$ cat src/rtl/sref_pkg.sv
package sref_pkg;

    typedef enum logic {
        MODE_FREE  = 1'b0,
        MODE_SLAVE = 1'b1
    } clk_mode_e;

endpackage

$ cat src/rtl/sref_qual_filter.sv
// Per-input persistence filter: trusted after TICKS consecutive good ticks.
module sref_qual_filter #(
    parameter int TICKS = 8
) (
    input  logic clk,
    input  logic rst_n,
    input  logic tick_i,
    input  logic qual_i,
    output logic good_o
);
    localparam int CNT_W = $clog2(TICKS + 1);
    localparam logic [CNT_W-1:0] FULL = CNT_W'(TICKS);

    typedef struct packed {
        logic [CNT_W-1:0] cnt;
    } filt_t;

    filt_t st_d, st_q;

    always_comb begin
        st_d = st_q;
        if (!qual_i) begin
            st_d.cnt = '0;
        end else if (tick_i && (st_q.cnt != FULL)) begin
            st_d.cnt = st_q.cnt + 1'b1;
        end
    end

    always_ff @(posedge clk) begin
        if (!rst_n) st_q <= '0;
        else        st_q <= st_d;
    end

    assign good_o = (st_q.cnt == FULL);

endmodule

$ cat src/rtl/sref_prio_pick.sv
// Lowest index among trusted inputs wins.
module sref_prio_pick #(
    parameter int NUM_IN = 4,
    parameter int IDX_W  = 2
) (
    input  logic [NUM_IN-1:0] good_i,
    output logic              any_o,
    output logic [IDX_W-1:0]  idx_o
);
    always_comb begin
        any_o = 1'b0;
        idx_o = '0;
        for (int i = NUM_IN - 1; i >= 0; i--) begin
            if (good_i[i]) begin
                any_o = 1'b1;
                idx_o = IDX_W'(i);
            end
        end
    end

endmodule

$ cat src/rtl/sref_mode_fsm.sv
module sref_mode_fsm
    import sref_pkg::*;
#(
    parameter int NUM_IN = 4,
    parameter int IDX_W  = 2
) (
    input  logic              clk,
    input  logic              rst_n,
    input  logic [NUM_IN-1:0] good_i,
    input  logic              any_good_i,
    input  logic [IDX_W-1:0]  best_idx_i,
    input  logic              auto_revert_i,
    input  logic              revert_cmd_i,
    output logic [IDX_W-1:0]  sel_idx_o,
    output clk_mode_e         mode_o,
    output logic              switch_pulse_o
);
    typedef struct packed {
        clk_mode_e        mode;
        logic [IDX_W-1:0] sel;
        logic             pulse;
    } fsm_t;

    fsm_t st_d, st_q;
    logic cur_good;

    assign cur_good = good_i[st_q.sel];

    always_comb begin
        st_d       = st_q;
        st_d.pulse = 1'b0;
        unique case (st_q.mode)
            MODE_FREE: begin
                if (any_good_i && (auto_revert_i || revert_cmd_i)) begin
                    st_d.mode  = MODE_SLAVE;
                    st_d.sel   = best_idx_i;
                    st_d.pulse = 1'b1;
                end
            end
            MODE_SLAVE: begin
                if (!cur_good) begin
                    if (any_good_i) begin
                        st_d.sel = best_idx_i;
                    end else begin
                        st_d.mode = MODE_FREE;
                        st_d.sel  = '0;
                    end
                    st_d.pulse = 1'b1;
                end else if (auto_revert_i && (best_idx_i < st_q.sel)) begin
                    st_d.sel   = best_idx_i;
                    st_d.pulse = 1'b1;
                end
            end
            default: st_d = st_q;
        endcase
    end

    always_ff @(posedge clk) begin
        if (!rst_n) begin
            st_q.mode  <= MODE_FREE;
            st_q.sel   <= '0;
            st_q.pulse <= 1'b0;
        end else begin
            st_q <= st_d;
        end
    end

    assign sel_idx_o      = st_q.sel;
    assign mode_o         = st_q.mode;
    assign switch_pulse_o = st_q.pulse;

endmodule

$ cat src/rtl/sync_ref_selector.sv
module sync_ref_selector
    import sref_pkg::*;
#(
    parameter int NUM_IN     = 4,
    parameter int QUAL_TICKS = 8,
    localparam int IDX_W     = (NUM_IN > 1) ? $clog2(NUM_IN) : 1
) (
    input  logic              clk,
    input  logic              rst_n,
    input  logic              tick_i,
    input  logic [NUM_IN-1:0] qual_i,
    input  logic              auto_revert_i,
    input  logic              revert_cmd_i,
    output logic [IDX_W-1:0]  sel_idx_o,
    output logic              mode_o,
    output logic              switch_pulse_o
);
    logic [NUM_IN-1:0] good_vec;
    logic              any_good;
    logic [IDX_W-1:0]  best_idx;
    clk_mode_e         mode_s;

    for (genvar g = 0; g < NUM_IN; g++) begin : g_filt
        sref_qual_filter #(.TICKS(QUAL_TICKS)) u_filt (
            .clk    (clk),
            .rst_n  (rst_n),
            .tick_i (tick_i),
            .qual_i (qual_i[g]),
            .good_o (good_vec[g])
        );
    end

    sref_prio_pick #(.NUM_IN(NUM_IN), .IDX_W(IDX_W)) u_pick (
        .good_i (good_vec),
        .any_o  (any_good),
        .idx_o  (best_idx)
    );

    sref_mode_fsm #(.NUM_IN(NUM_IN), .IDX_W(IDX_W)) u_fsm (
        .clk            (clk),
        .rst_n          (rst_n),
        .good_i         (good_vec),
        .any_good_i     (any_good),
        .best_idx_i     (best_idx),
        .auto_revert_i  (auto_revert_i),
        .revert_cmd_i   (revert_cmd_i),
        .sel_idx_o      (sel_idx_o),
        .mode_o         (mode_s),
        .switch_pulse_o (switch_pulse_o)
    );

    assign mode_o = mode_s;

endmodule

$ cat config.mk
export PLATFORM = sky130hd
export DESIGN_NAME = sync_ref_selector
export DESIGN_NICKNAME = d
export VERILOG_FILES = /design/src/rtl/sref_pkg.sv /design/src/rtl/sref_qual_filter.sv /design/src/rtl/sref_prio_pick.sv /design/src/rtl/sref_mode_fsm.sv /design/src/rtl/sync_ref_selector.sv
export SDC_FILE = /design/constraint.sdc
export NUM_CORES = 1
export LEC_CHECK = 0
export ABC_AREA = 1
export CAP_MARGIN = 20
export CORE_AREA = 2 2 53 43
export CTS_BUF_LIST = sky130_fd_sc_hd__clkbuf_16
export CTS_CLUSTER_SIZE = 14
export DETAILED_ROUTE_END_ITERATION = 8
export DIE_AREA = 0 0 55 45
export HOLD_SLACK_MARGIN = 0.12
export PLACE_DENSITY = 0.9
export SLEW_MARGIN = 20
export SYNTH_ARGS = -nofsm -noshare
export SYNTH_HDL_FRONTEND = slang
export SYNTH_SLANG_ARGS = --single-unit
$ cat constraint.sdc
create_clock -name clk -period 3.85 [get_ports clk]
set_input_delay 0.385 -clock clk [delete_from_list [all_inputs] [get_ports clk]]
set_output_delay 0.385 -clock clk [all_outputs]
set_load 0.02 [all_outputs]
After elaboration in Yosys (flattened, before gate mapping)
Index checks and enable logic that the tools add are counted.
{"block": "word_totals", "ff_bits": 20, "latch_bits": 0, "mem_bits_rw": 0, "rom_bits": 0, "elab_cells": 53, "memories": 0}
{"block": "op_classes", "add_sub_neg": 4, "multipliers": 0, "div_mod_pow": 0, "order_cmp": 2, "eq_ne": 10, "shifts": 0, "n_mux": 17, "n_bitwise": 1, "n_reduce_logical": 12}
{"cell": "adder 4 x 1 -> 4 bit (second input constant)", "count": 4}
{"cell": "equality test 4 bit (second input constant)", "count": 4}
{"cell": "inequality test 4 bit (second input constant)", "count": 4}
{"cell": "two-way mux 2 bit", "count": 5}
{"cell": "AND reduction 2 bit", "count": 5}
{"cell": "one-hot mux 4 bit (2 select lines)", "count": 1}
{"cell": "two-way mux 1 bit", "count": 7}
{"cell": "logical AND 1 bit", "count": 6}
{"cell": "two-way mux 3 bit", "count": 2}
{"cell": "two-way mux 4 bit", "count": 1}
{"cell": "< comparator 2 x 3 -> 1 bit (second input constant)", "count": 1}
{"cell": "inequality test 3 bit (second input constant)", "count": 1}
{"cell": "binary-select mux 1 bit (select 2 bit)", "count": 1}
{"cell": "< comparator 2 bit", "count": 1}
{"cell": "inequality test 2 x 1 -> 1 bit (second input constant)", "count": 1}
{"cell": "logical OR 1 bit", "count": 1}
{"cell": "inverter 1 bit", "count": 1}

Logic depth before layout (Yosys ltp)
Gate-level depths: netlist (run 1).
{"block": "logic_depth", "word_depth": 10, "mapped_depth": 16, "depth_no_buf": 16}

Hierarchy
A second synthesis (run 1) with hierarchy kept.
{"block": "unflattened", "hier_cells": 185, "area_unflattened_um2": 1186.1}
{"module": "sref_qual_filter", "n_inst": 4, "cells_per_inst": 34, "area_each_um2": 222.7, "seq_area_each_um2": 80.1}
{"module": "sref_mode_fsm", "n_inst": 1, "cells_per_inst": 41, "area_each_um2": 259.0, "seq_area_each_um2": 80.1}
{"module": "sref_prio_pick", "n_inst": 1, "cells_per_inst": 8, "area_each_um2": 36.3, "seq_area_each_um2": 0.0}

Worst setup path before layout (run 1)
OpenSTA, ideal clock, no wires.
{"block": "synth_path", "path_kind": "flip-flop to flip-flop", "startpoint": "reg g_filt[0].u_filt.st_q[0] (netlist bit)", "endpoint": "reg u_fsm.st_q (netlist bit u_fsm.sel_idx_o[0])", "t_arrival_ns": 1.593, "path_slack_ns": 2.144, "stages_incl_launch_ff": 15, "path_buffers": 0, "synth_period_minus_slack_ns": 1.706, "cell_sequence": "dfxtp_1 -> inv_1 -> ha_1 -> nand2_1 -> nand2_1 -> a21oi_1 -> ha_1 -> nand2_1 -> nand2_1 -> nand2_1 -> nand2_2 -> nand2_2 -> nand2_1 -> nand2_1 -> nor2_1"}
{"block": "synth_via", "elab_chain_cells": 6}
{"item": "start: declaration", "line_no": "sref_qual_filter.sv:18", "text": "filt_t st_d, st_q;"}
{"item": "start signal: assignment", "line_no": "sref_qual_filter.sv:31", "text": "else st_q <= st_d;"}
{"item": "equality test 4 bit (*)", "line_no": "sref_qual_filter.sv:34", "text": "assign good_o = (st_q.cnt == FULL);"}
{"item": "two-way mux 2 bit", "line_no": "sref_prio_pick.sv:14", "text": "if (good_i[i]) begin"}
{"item": "< comparator 2 bit", "line_no": "sref_mode_fsm.sv:49", "text": "end else if (auto_revert_i && (best_idx_i < st_q.sel)) begin"}
{"item": "logical AND 1 bit", "line_no": "sref_mode_fsm.sv:49"}
{"item": "inequality test 3 bit (no source line)"}
{"item": "AND reduction 2 bit (no source line)"}
{"item": "end signal: assignment", "line_no": "sref_mode_fsm.sv:64", "text": "st_q <= st_d;"}
{"item": "end: declaration", "line_no": "sref_mode_fsm.sv:24", "text": "fsm_t st_d, st_q;"}
Every way passes the cells marked *; elsewhere a longest branch is shown, timed or not. The select of a mux whose other input is x is not followed.
A chain may end at the register's enable or synchronous reset.

Worst setup path after layout (run 1)
Same ends and word-level chain as after synthesis.

==> reports/qor.txt, run 1 <==
CP max stage delay: 0.36 ns
DRT Pass-1 Iters: 4
Postcts setup bufs: 0
CP Capture Type: flop
Count leader, synth: nand2_1
Die Wd: 55 um
WP data required: 4.00 ns
Synth Net Count: 167
WP buf/inv: 1
Post-synth top area share: 0.378
Synth top area cells: dfxtp_1 (38%), ha_1 (11%), nand2_1 (10%)
Hold WS: 0.473 ns
Register Area: 400 um^2
Core area: 1930 um^2
Asr flop ratio synth: 0
Final Slew Violations: 0
Post-synth EDFFs: 0
Worst-path maximum fanout: 4
Post-synth top flop: dfxtp_1
Most common cell on crit path: nand2_1
Synthesized instance count: 149
CTS Hold Bufs: 0
CP delay by family, top: simple AND/OR/NAND/NOR gates
Met2 WL: 1030 um
Util after Layout: 0.682
Num Clock Sinks: 20
WL final: 2080 um
Maxcap violations: 0
Synth Cell Area: 1060 um^2
CTS root buffer: clkbuf_16
Worst setup SP type: flop
Crit Path Category: flop to flop
Vias: 957
Flops & latches, synth: 20
Fmax: 497 MHz
Leakage: 0.595 nW
Total I/O pin count: 13
Crit path time final: 2.01 ns
Outcome: complete, no violations
End of the critical path: u_fsm.sel_idx_o[0]
Register area share after synthesis: 0.378
Final worst-path cycle share: 0.522
Post-route DRC: 0
WP depth: 14
Antenna Cells: 0
Max stage delay cell, worst path: dfxtp_1
Vias in the first global route: 895
Antenna Nets Post-Route: 0
Multi-input gate area: 566 um^2
Post-detail-place hpwl: 1590 um
RSZ-0062 raised after global routing: no
Net count, final: 184
Power density cells: 404 nW/um^2
Global-route wire length before repair: 3410 um
PostCTS Resize Cnt: 0
Largest net degree at the start of global routing: 13
Worst EP arrival: 2.16 ns
Port Buf Inserts: 12
DIE HEIGHT: 45 um
Worst reg2reg path startpoint: g_filt[0].u_filt.st_q[0]
Tot GR Track Use: 0.197
Main combinational cell family by area after synthesis: simple AND/OR/NAND/NOR gates
CTS tree: yes
Routed metal-1 wirelength: 925 um
Crit path cell chain: inv_1 > ha_1 > nand2_1 > nand2_1 > a21oi_1 > ha_1 > nand2_1 > nand2_1 > nand2_1 > nand2_2 > nand2_2 > nand2_1 > nand2_1 > nor2_1
# H-tree levels: 1
Synth area leader: dfxtp_1
CP startpoint: g_filt[0].u_filt.st_q[0]
Vias/cell: 5.06
Synth Area in Compound Gates: 0.119
Initial antenna violation count: 0
Synth top cells by count: nand2_1 (29), inv_1 (25), nor2_1 (25), dfxtp_1 (20), a21oi_1 (11)
Simple-gate share of the synthesized area: 0.283
Die area: 2480 um^2
Top Metal Used: met4
Row count: 14
Reg clk slew, reported paths: 0.06 ns
Grt ovf: 0
Multiplexer share of the synthesized area: 0
Starting Density: 0.550
Xor/xnor cell area share of the yosys netlist: 0.0248
Worst Max-Slew Pin Slew: 0.312 ns
Hold Vio Cnt, Final: 0
Post-synthesis cell type count: 17
Fillcell total: 167
Relative slew slack: 0.792
Total CTS buffers: 3
Routed wire per std cell: 11.0 um
Total power: 0.000532 W
HP Class: flop to flop
Final setup viols: 0
Share of cells above drive strength 1: 0.0606
Reg2reg end: u_fsm.sel_idx_o[0]
Setup tns final: 0 ns
Adder-cell share of the synthesized area: 0.106
Clock Skew: 0.00776 ns
Met3 wire len: 88 um
Clk_lat worst skew: 0.26 ns
GP Congestion: 0.708
R2R depth: 14
Worst reg-to-reg setup slack: 1.84 ns
VDD IR max: 0.000467 V
Area grow syn2layout: 24.1%
Yosys Warn Count: 0
Syn avg cell area: 7.11 um^2
Clock Path Buffers: 2
DR iter-0 viols: 19
flip-flops by register name, indices dropped and copies added (netlist names):
signal and count:
g_filt.u_filt.st_q 16, u_fsm.mode_o 1, u_fsm.sel_idx_o 2, u_fsm.switch_pulse_o 1
metal layers:
layer | vias to the layer above | global-route usage
met1 | 442 | 0.198
li1 | 495 | -
met4 | 0 | 0.0732
met5 | - | 0
met2 | 16 | 0.367
met3 | 4 | 0.0695
power breakdown:
group / switching (W) / internal, W
logic: 0.0000176 / 0.0000149
clock network: 0.0000789 / 0.000206
registers: 0.00000305 / 0.000211
layout by cell type, fill, tap and decap left out, types with 3 or more instances in the layout:
cell and instances:
nand2_1 29, dfxtp_1 20, nand3_1 9, o21ai_0 8
clkbuf_16 3, ha_1 9, xor2_1 3, nor2_1 25
inv_1 25, a21oi_1 11, clkdlybuf4s50_1 12, nand2_2 3
how the worst min path moves through the flow:
stage,slack [ns],startpoint,cells past startpoint,end
after floorplan,0.44,g_filt[1].u_filt.st_q[3],2,g_filt[1].u_filt.st_q[3]
after global placement,0.46,g_filt[1].u_filt.st_q[3],2,g_filt[1].u_filt.st_q[3]
after detailed placement,0.47,g_filt[1].u_filt.st_q[3],2,g_filt[1].u_filt.st_q[3]
after CTS,0.48,g_filt[1].u_filt.st_q[3],2,g_filt[1].u_filt.st_q[3]
after global routing,0.50,g_filt[1].u_filt.st_q[3],2,g_filt[1].u_filt.st_q[3]
final,0.47,g_filt[1].u_filt.st_q[3],2,g_filt[1].u_filt.st_q[3]
worst min-delay path: stages (launching register included):
cell     delay [ns]
dfxtp_1        0.29
inv_1          0.07
a21oi_1        0.06
logic make-up (layout without fill, tap and decap cells):
kind of cell    count (synthesis)  after routing
buf+inv                        25             41
simple gates                   70             70
fa+ha+maj                       9              9
xor+xnor                        3              3
compound gates                 22             22
flops                          20             20
cell type report:
type / instances / area share
flip-flops and latches: 20 / 0.304
clock inverters: 1 / 0.0228
inverters: 25 / 0.0714
multi-input cells: 104 / 0.430
clock buffers: 3 / 0.0571
repair buffers: 12 / 0.0913
well taps: 24 / 0.0228
stage by stage:
step / area (um^2) / worst slack (ns) / cells
5_1_grt: 1320 / 1.65 / 189
2_1_floorplan: 1060 / 2.14 / 149
6_report: 1320 / 1.84 / 189
3_5_place_dp: 1210 / 1.92 / 185
3_3_place_gp: 1210 / 2.00 / 185
4_1_cts: 1320 / 1.84 / 189
No activity file was read; power rests on OpenSTA's default activity.
==> inputs of run 2 (changes only) <==
--- a/config.mk
+++ b/config.mk
@@ -7,13 +7,13 @@
 export LEC_CHECK = 0
 export ABC_AREA = 1
 export CAP_MARGIN = 20
-export CORE_AREA = 2 2 53 43
+export CORE_AREA = 2 2 58 46
 export CTS_BUF_LIST = sky130_fd_sc_hd__clkbuf_16
 export CTS_CLUSTER_SIZE = 14
 export DETAILED_ROUTE_END_ITERATION = 8
-export DIE_AREA = 0 0 55 45
+export DIE_AREA = 0 0 60 48
 export HOLD_SLACK_MARGIN = 0.12
-export PLACE_DENSITY = 0.9
+export PLACE_DENSITY = 0.82
 export SLEW_MARGIN = 20
 export SYNTH_ARGS = -nofsm -noshare
 export SYNTH_HDL_FRONTEND = slang
==> constraint.sdc (replaced) <==
create_clock -name clk -period 1.8 [get_ports clk]
set_input_delay 0.18 -clock clk [delete_from_list [all_inputs] [get_ports clk]]
set_output_delay 0.18 -clock clk [all_outputs]
set_load 0.02 [all_outputs]
==> run 2 against run 1 <==
  * Clock power rose by 56%
  * Highest routed layer unchanged
  * Sequential cell count did not move
  * Count of clock-buffer cells in the layout did not move
  * Core utilization fell by 8.6 points
  * Non-clock buffer count rose by 4
  * Sequential share of layout area fell by 0.44 points
  * Combinational power rose by 130%
  * Cell area rose by 3.0%
==> reports/qor.txt, run 2 (synthesized netlist as in run 1, its figures left out) <==
Outcome: complete, no violations (unchanged)
Maxcap violations: 0 (unchanged)
Fmax: 566 MHz (was 497 MHz)
Reg2reg end: u_fsm.sel_idx_o[1] (was u_fsm.sel_idx_o[0])
Met3 GRT Util: 0.0568 (was 0.0695)
Crit path time final: 1.77 ns (was 2.01 ns)
R2R depth: 15 (was 14)
DP Area: 1250 um^2 (was 1210 um^2)
Largest net degree at the start of global routing: 11 (was 13)
GRT met2 Usage: 0.309 (was 0.367)
GP Congestion: 0.826 (was 0.708)
GRT busiest layer: met2 (unchanged)
Worst Hold End: g_filt[1].u_filt.st_q[3] (unchanged)
HP Class: flop to flop (unchanged)
Area grow syn2layout: 27.9% (was 24.1%)
Total CTS buffers: 3 (unchanged)
CTS tree: yes (unchanged)
WP data required: 1.95 ns (was 4.00 ns)
Worst Max-Slew Pin Slew: 0.325 ns (was 0.312 ns)
Final Slew Violations: 0 (unchanged)
Share of cells above drive strength 1: 0.137 (was 0.0606)
Antenna Nets Post-Route: 0 (unchanged)
Reg clk slew, reported paths: 0.05 ns (was 0.06 ns)
Die Wd: 60 um (was 55 um)
Row count: 15 (was 14)
Num Clock Sinks: 20 (unchanged)
Vias in the first global route: 859 (was 895)
Core area: 2270 um^2 (was 1930 um^2)
Clk_lat worst skew: 0.25 ns (was 0.26 ns)
RSZ-0062 raised after global routing: yes (was no)
Initial antenna violation count: 0 (unchanged)
Final setup viols: 0 (unchanged)
HP Start: g_filt[1].u_filt.st_q[3] (unchanged)
Setup tns final: 0 ns (unchanged)
Leakage: 0.605 nW (was 0.595 nW)
WL final: 2180 um (was 2080 um)
Commonest non-fill, non-tap cells in the layout: nand2_1 (29), nor2_1 (25), inv_1 (22) (was nand2_1 (29), inv_1 (25), nor2_1 (25))
Hold-critical path depth: 2 (unchanged)
Die area: 2880 um^2 (was 2480 um^2)
Routed wire per std cell: 10.8 um (was 11.0 um)
Starting Density: 0.467 (was 0.550)
Final worst-path cycle share: 0.981 (was 0.522)
CTS Hold Bufs: 0 (unchanged)
Fillcell total: 196 (was 167)
# H-tree levels: 1 (unchanged)
Net count, final: 188 (was 184)
Post-route DRC: 0 (unchanged)
Worst-path maximum fanout: 4 (unchanged)
Port Buf Inserts: 12 (unchanged)
Worst reg2reg path startpoint: g_filt[3].u_filt.st_q[0] (was g_filt[0].u_filt.st_q[0])
Clock Path Buffers: 2 (unchanged)
Clock Skew: 0.00271 ns (was 0.00776 ns)
Post-detail-place hpwl: 1650 um (was 1590 um)
CP Capture Type: flop (unchanged)
Tot GR Track Use: 0.163 (was 0.197)
Hold Vio Cnt, Final: 0 (unchanged)
Final instance area: 1360 um^2 (was 1320 um^2)
Antenna Cells: 0 (unchanged)
DR iter-0 viols: 45 (was 19)
Worst EP arrival: 1.91 ns (was 2.16 ns)
Vias/cell: 4.82 (was 5.06)
Grt ovf: 0 (unchanged)
Power density cells: 721 nW/um^2 (was 404 nW/um^2)
Worst setup SP type: flop (unchanged)
Crit Path Category: flop to flop (unchanged)
Most common cell after layout, fill and taps aside: nand2_1 (unchanged)
DRT Pass-1 Iters: 4 (unchanged)
Most flops, register: g_filt.u_filt.st_q (unchanged)
Max reg flops: 16 (unchanged)
CTS root buffer: clkbuf_16 (unchanged)
Util after Layout: 0.597 (was 0.682)
Vias: 973 (was 957)
DIE HEIGHT: 48 um (was 45 um)
M1 GR Usage: 0.178 (was 0.198)
VDD IR max: 0.000386 V (was 0.000467 V)
Total I/O pin count: 13 (unchanged)
Global-route wire length before repair: 3440 um (was 3410 um)
Relative slew slack: 0.783 (was 0.792)
Worst reg-to-reg setup slack: 0.03 ns (was 1.84 ns)
run 2: what timing repair did:
item | CTS | global route
gates cloned | 0 | 0
gates resized for setup | 1 | 11
pin swaps | 0 | 5
buffers inserted | 0 | 0
setup endpoints to repair | 2 | 2
run 2: stage by stage:
step / std cells / hold slack (ns) / total power, W / setup WS [ns]
finish: 202 / 0.479 / 0.000977 / 0.0345
global route: 202 / 0.516 / 0.00101 / -0.101
CTS: 202 / 0.480 / 0.000977 / 0.0284
detailed placement: 199 / 0.470 / 0.000537 / -0.00106
global placement: 199 / 0.461 / 0.000532 / 0.0843
floorplan: 149 / 0.300 / 0.000506 / 0.0942
run 2: layer usage:
metal  vias up  routed length [um]
li1        505                   -
met1       448                 977
met2        16                1090
met3         4                  83
met4         0                  24
met5         -                   0
run 2: layout make-up:
class	instances	area, um^2	share of cell area
Clock buffer	3	75.1	0.0554
Inverter	25	93.8	0.0693
Timing Repair Buffer	16	150	0.111
Tap cell	34	42.5	0.0314
Sequential cell	20	407	0.300
Multi-Input combinational cell	104	587	0.433
run 2: worst max-delay path, cell delays in order (launching register included):
cell and delay (ns):
dfxtp_2 0.33, inv_2 0.07, ha_4 0.14, nand2_4 0.05, nor2_4 0.14, inv_2 0.05, a21oi_2 0.15, ha_1 0.25
nand2_1 0.07, nand2_1 0.05, nand2_1 0.07, nand2_2 0.06, nand2_2 0.08, nand2_1 0.06, nand2_1 0.05, nor2_1 0.05
run 2: worst max-delay path by stage:
stage                                   from                  to  depth (start not counted)
global route        g_filt[3].u_filt.st_q[0]  u_fsm.sel_idx_o[1]                         15
detailed placement  g_filt[3].u_filt.st_q[1]  u_fsm.sel_idx_o[1]                         15
finish              g_filt[3].u_filt.st_q[0]  u_fsm.sel_idx_o[1]                         15
floorplan           g_filt[0].u_filt.st_q[0]  u_fsm.sel_idx_o[0]                         14
global placement    g_filt[3].u_filt.st_q[0]  u_fsm.sel_idx_o[0]                         15
CTS                 g_filt[3].u_filt.st_q[1]  u_fsm.sel_idx_o[1]                         15
run 2: power breakdown:
part | internal (W) | switching, W
Sequential | 0.000452 | 0.00000672
Combinational | 0.0000336 | 0.0000400
Clock | 0.000293 | 0.000152
==> inputs of run 3 (changes only) <==
--- a/config.mk
+++ b/config.mk
@@ -14,6 +14,7 @@
 export DIE_AREA = 0 0 60 48
 export HOLD_SLACK_MARGIN = 0.12
 export PLACE_DENSITY = 0.82
+export SKIP_LAST_GASP = 1
 export SLEW_MARGIN = 20
 export SYNTH_ARGS = -nofsm -noshare
 export SYNTH_HDL_FRONTEND = slang
==> results of run 3 <==
Final layout, timing and power as in run 2 (identical DEF).
